### config.mk
export PLATFORM = sky130hd
export DESIGN_NAME = ram_test_seq
export DESIGN_NICKNAME = d
export VERILOG_FILES = /design/src/rtl/rts_pkg.sv /design/src/rtl/rts_pattern.sv /design/src/rtl/rts_fsm.sv /design/src/rtl/rts_result.sv /design/src/rtl/ram_test_seq.sv
export SDC_FILE = /design/constraint.sdc
export NUM_CORES = 1
export LEC_CHECK = 0
export ABC_AREA = 1
export BUFFER_PORTS_ARGS = -buffer_cell sky130_fd_sc_hd__buf_2
export CAP_MARGIN = 20
export CORE_UTILIZATION = 25
export CTS_CLUSTER_DIAMETER = 50
export DETAILED_ROUTE_END_ITERATION = 10
export GPL_TIMING_DRIVEN = 0
export PLACE_DENSITY_LB_ADDON = 0.15
export SYNTH_ARGS = -nofsm -noshare
export SYNTH_HDL_FRONTEND = slang
export SYNTH_SLANG_ARGS = --single-unit
### constraint.sdc
create_clock -name clk -period 4.6 [get_ports clk]
set_input_delay 0.23 -clock clk [delete_from_list [all_inputs] [get_ports clk]]
set_output_delay 0.23 -clock clk [all_outputs]
set_load 0.02 [all_outputs]
### src/rtl/rts_pkg.sv
package rts_pkg;

    typedef enum logic [2:0] {
        ST_IDLE  = 3'd0,
        ST_DUMMY = 3'd1,
        ST_WRITE = 3'd2,
        ST_READ  = 3'd3,
        ST_GAP   = 3'd4,
        ST_DONE  = 3'd5
    } rts_state_e;

    localparam int unsigned NUM_ACCESS = 3;
    localparam int unsigned ACC_W      = 2;

    typedef struct packed {
        rts_state_e        state;
        logic [ACC_W-1:0]  acc;
    } rts_seq_t;

endpackage

### src/rtl/rts_pattern.sv
module rts_pattern #(
    parameter int unsigned W = 4
) (
    input  logic [rts_pkg::ACC_W-1:0] sel_i,
    output logic [W-1:0]              value_o
);
    logic [W-1:0] alt;

    for (genvar i = 0; i < W; i++) begin : g_alt
        assign alt[i] = ((i % 2) == 0);
    end

    always_comb begin
        case (sel_i)
            2'd0:    value_o = '0;
            2'd1:    value_o = alt;
            default: value_o = '1;
        endcase
    end
endmodule

### src/rtl/rts_fsm.sv
module rts_fsm
    import rts_pkg::*;
(
    input  logic             clk,
    input  logic             rst,
    input  logic             start_i,
    output rts_state_e       state_o,
    output logic [ACC_W-1:0] acc_o,
    output logic             launch_o
);
    localparam logic [ACC_W-1:0] LAST_ACC = ACC_W'(NUM_ACCESS - 1);

    rts_seq_t seq_d, seq_q;
    logic     launch;

    always_comb begin
        seq_d  = seq_q;
        launch = 1'b0;
        case (seq_q.state)
            ST_IDLE, ST_DONE: begin
                if (start_i) begin
                    seq_d.state = ST_DUMMY;
                    seq_d.acc   = '0;
                    launch      = 1'b1;
                end
            end
            ST_DUMMY: seq_d.state = ST_WRITE;
            ST_WRITE: seq_d.state = ST_READ;
            ST_READ:  seq_d.state = ST_GAP;
            ST_GAP: begin
                if (seq_q.acc == LAST_ACC) begin
                    seq_d.state = ST_DONE;
                end else begin
                    seq_d.state = ST_DUMMY;
                    seq_d.acc   = seq_q.acc + 1'b1;
                end
            end
            default: seq_d.state = ST_IDLE;
        endcase
    end

    always_ff @(posedge clk) begin
        if (rst) begin
            seq_q <= '{state: ST_IDLE, acc: '0};
        end else begin
            seq_q <= seq_d;
        end
    end

    assign state_o  = seq_q.state;
    assign acc_o    = seq_q.acc;
    assign launch_o = launch;
endmodule

### src/rtl/rts_result.sv
module rts_result #(
    parameter int unsigned ADDR_W = 4,
    parameter int unsigned DATA_W = 4
) (
    input  logic              clk,
    input  logic              rst,
    input  logic              clear_i,
    input  logic              sample_i,
    input  logic [ADDR_W-1:0] addr_i,
    input  logic [DATA_W-1:0] expect_i,
    input  logic [DATA_W-1:0] rdata_i,
    output logic              fail_o,
    output logic [ADDR_W-1:0] fail_addr_o,
    output logic [DATA_W-1:0] fail_data_o
);
    typedef struct packed {
        logic              fail;
        logic [ADDR_W-1:0] addr;
        logic [DATA_W-1:0] data;
    } res_t;

    res_t res_d, res_q;

    always_comb begin
        res_d = res_q;
        if (clear_i) begin
            res_d = '0;
        end else if (sample_i && (rdata_i != expect_i) && !res_q.fail) begin
            res_d.fail = 1'b1;
            res_d.addr = addr_i;
            res_d.data = rdata_i;
        end
    end

    always_ff @(posedge clk) begin
        if (rst) begin
            res_q <= '0;
        end else begin
            res_q <= res_d;
        end
    end

    assign fail_o      = res_q.fail;
    assign fail_addr_o = res_q.addr;
    assign fail_data_o = res_q.data;
endmodule

### src/rtl/ram_test_seq.sv
module ram_test_seq #(
    parameter int unsigned ADDR_W = 4,
    parameter int unsigned DATA_W = 4
) (
    input  logic              clk,
    input  logic              rst,
    input  logic              start_i,
    input  logic [DATA_W-1:0] ram_rdata_i,
    output logic [ADDR_W-1:0] ram_addr_o,
    output logic [DATA_W-1:0] ram_wdata_o,
    output logic              ram_cs_n_o,
    output logic              ram_we_n_o,
    output logic              ram_clk_en_o,
    output logic              done_o,
    output logic              pass_o,
    output logic [ADDR_W-1:0] fail_addr_o,
    output logic [DATA_W-1:0] fail_data_o
);
    import rts_pkg::*;

    rts_state_e       state;
    logic [ACC_W-1:0] acc;
    logic             launch;
    logic             fail;
    logic             active;

    rts_fsm i_fsm (
        .clk      (clk),
        .rst      (rst),
        .start_i  (start_i),
        .state_o  (state),
        .acc_o    (acc),
        .launch_o (launch)
    );

    rts_pattern #(.W(ADDR_W)) i_addr_pat (
        .sel_i   (acc),
        .value_o (ram_addr_o)
    );

    rts_pattern #(.W(DATA_W)) i_data_pat (
        .sel_i   (acc),
        .value_o (ram_wdata_o)
    );

    rts_result #(.ADDR_W(ADDR_W), .DATA_W(DATA_W)) i_result (
        .clk         (clk),
        .rst         (rst),
        .clear_i     (launch),
        .sample_i    (state == ST_GAP),
        .addr_i      (ram_addr_o),
        .expect_i    (ram_wdata_o),
        .rdata_i     (ram_rdata_i),
        .fail_o      (fail),
        .fail_addr_o (fail_addr_o),
        .fail_data_o (fail_data_o)
    );

    always_comb begin
        active = (state == ST_DUMMY) || (state == ST_WRITE) || (state == ST_READ);
    end

    assign ram_cs_n_o   = !active;
    assign ram_we_n_o   = (state != ST_WRITE);
    assign ram_clk_en_o = active;
    assign done_o       = (state == ST_DONE);
    assign pass_o       = (state == ST_DONE) && !fail;
endmodule

==> results.json <==
{
  "grt_util_all_layers": 0.09661,
  "path_clk_slew_ns": 0.08,
  "synth_cell_types": 19,
  "ant_nets": 0,
  "clk_latency_ns": 0.26,
  "cts_num_sinks": 12,
  "postCtsSetupRepairBufs": 0,
  "vdd_drop_max_v": 0.0001198,
  "end_kind": "output pin",
  "drive_gt1_frac": 0.3624,
  "place.gp.congestion": 0.7400,
  "critPathMaxFanout": 6,
  "startpoint": "i_fsm.acc_o[0]",
  "drcViolationCount": 0,
  "ios": 28,
  "hold_viol_final": 0,
  "p_per_area_mw_per_mm2": 302.1,
  "nets": 161,
  "p_leak_nw": 0.5721,
  "ys_seq_area_frac": 0.3048,
  "r2r-start": "i_fsm.acc_o[0]",
  "wl_um": 1563,
  "period_minus_slack_ns": 1.812,
  "drt_iter0_drc": 32,
  "grt_max_degree": 11,
  "diodes": 0,
  "fmax_mhz": 551.8,
  "portBuffers": 27,
  "rsz0062_at_grt": "false",
  "worst_slew_pin_slew_ns": 0.3574,
  "grt_pass1_vias": 594,
  "dp_cells": 190,
  "final_cell_mix": "nand2_1, buf_2, inv_1, nor2_1, dfxtp_1",
  "hold_path.class": "input port to flip-flop",
  "cts_made_buffers": 3,
  "syn_nets": 129,
  "die_x_um": 58.15,
  "start_util": 0.2603,
  "viasPerCell": 3.798,
  "drt-pass1-iter-count": 2,
  "stdcell_count": 193,
  "cap_violations": 0,
  "rows": 20,
  "cts_tree": "done",
  "tns_ns": 0,
  "antenna_found_initial": 0,
  "gr-total-overflow": 0,
  "clockBufferDepth": 2,
  "cts_resized": 0,
  "start_kind": "flip-flop",
  "core_mm2": 0.003028,
  "finalInstanceArea_mm2": 0.001001,
  "cp_data_arrival_time_ns": 1.58,
  "wire_per_inst_um": 8.098,
  "area_growth_pct": 26.98,
  "place_ws_ns": 2.870,
  "placed_area_um2": 978.4,
  "clockRootBuffer": "clkbuf_4",
  "die_height_um": 58.15,
  "drv_slew": 0,
  "fin_ws_ns": 2.788,
  "synth_area_per_cell_um2": 6.624,
  "critPathRequiredTime_ns": 4.37,
  "final.setup_skew_ns": 0.004935,
  "hpwlAfterDp_um": 1313,
  "relSlewSlack": 0.7609,
  "setup_viol": 0,
  "synth_seq_cells": 12,
  "synthCells": 119,
  "hold_path.startpoint": "rst",
  "dieArea_mm2": 0.003381,
  "yosys_warnings": 0,
  "syn_area_um2": 788.3,
  "final_common_cell": "nand2_1",
  "cts.htree.levels": 1,
  "finalCritPeriodShare": 0.3940,
  "grt_pass1_wl_um": 2484,
  "worst-setup-path-type": "flip-flop to output pin",
  "status": "completed",
  "via_count": 733,
  "report.power.total_mw": 0.3024,
  "postCtsHoldBufs": 0
}
## registers in the layout (all words and copies together) (netlist names)
register / cells
i_fsm.acc_o: 2
i_fsm.state_o: 3
i_result.fail_addr_o: 2
i_result.fail_o: 1
i_result.fail_data_o: 4
## final timing paths
path	to	slack (ns)	cells past startpoint
worst max register to register	i_result.fail_addr_o[2]	2.88	11
worst max-delay path	ram_addr_o[3]	2.79	5
worst min register to register	i_result.fail_data_o[3]	0.51	4
worst min-delay path	i_fsm.acc_o[1]	0.20	2
## cells in the mapped netlist
master / instances / area share
nor2_2: 1 / 0.0079
inv_1: 20 / 0.095
inv_2: 4 / 0.019
nand2_2: 5 / 0.040
dfxtp_1: 12 / 0.30
buf_6: 1 / 0.014
o21ai_0: 1 / 0.0063
nand2_1: 32 / 0.15
ha_1: 3 / 0.048
o221ai_1: 1 / 0.011
nor2_1: 18 / 0.086
a21oi_1: 2 / 0.013
nor2_4: 1 / 0.014
a21boi_1: 1 / 0.0095
nor3_1: 2 / 0.013
nand3_2: 2 / 0.025
nand4_1: 3 / 0.024
a21oi_4: 2 / 0.041
buf_4: 8 / 0.076
## report_power, final
group	total, mW	switching [mW]	internal [mW]
registers	0.116	0.00662	0.109
clock network	0.0641	0.0340	0.0302
logic	0.123	0.0742	0.0483
total	0.302	0.115	0.188
## worst max-delay path, cell delays in order, from the launching register on
cell	delay, ns
dfxtp_1	0.36
inv_1	0.09
ha_1	0.25
nor2_1	0.30
buf_4	0.17
buf_2	0.15
## layer usage
metal / routed length (um) / vias up / track usage
met5: 0 / - / 0
met4: 21 / 0 / 0.03061
met3: 47 / 2 / 0.02679
met2: 754 / 10 / 0.1609
met1: 739 / 313 / 0.1204
li1: - / 408 / -
## stage by stage
stage               hold WS, ns    util
CTS                      0.2064  0.3306
global route             0.2100  0.3306
global placement         0.4864  0.3231
floorplan                0.2991       -
detailed placement       0.4941  0.3231
finish                   0.2048  0.3306
## logic make-up after synthesis
| group | after synthesis | synth area share |
|---|---|---|
| buffers and inverters | 33 | 0.2048 |
| adder cells (fa/ha/maj) | 3 | 0.04762 |
| AO/OA/AOI/OAI | 7 | 0.08095 |
| flip-flops | 12 | 0.3048 |
| AND/OR/NAND/NOR | 64 | 0.3619 |
## cell type report
type	count	area, um^2
multi-input cells	74	386.6
clock buffers	3	22.52
well taps	44	55.05
plain buffers	9	71.32
repair buffers	27	135.1
inverters	24	90.09
fillers	346	2027
flip-flops and latches	12	240.2
Power figures use the tool's default switching activity.
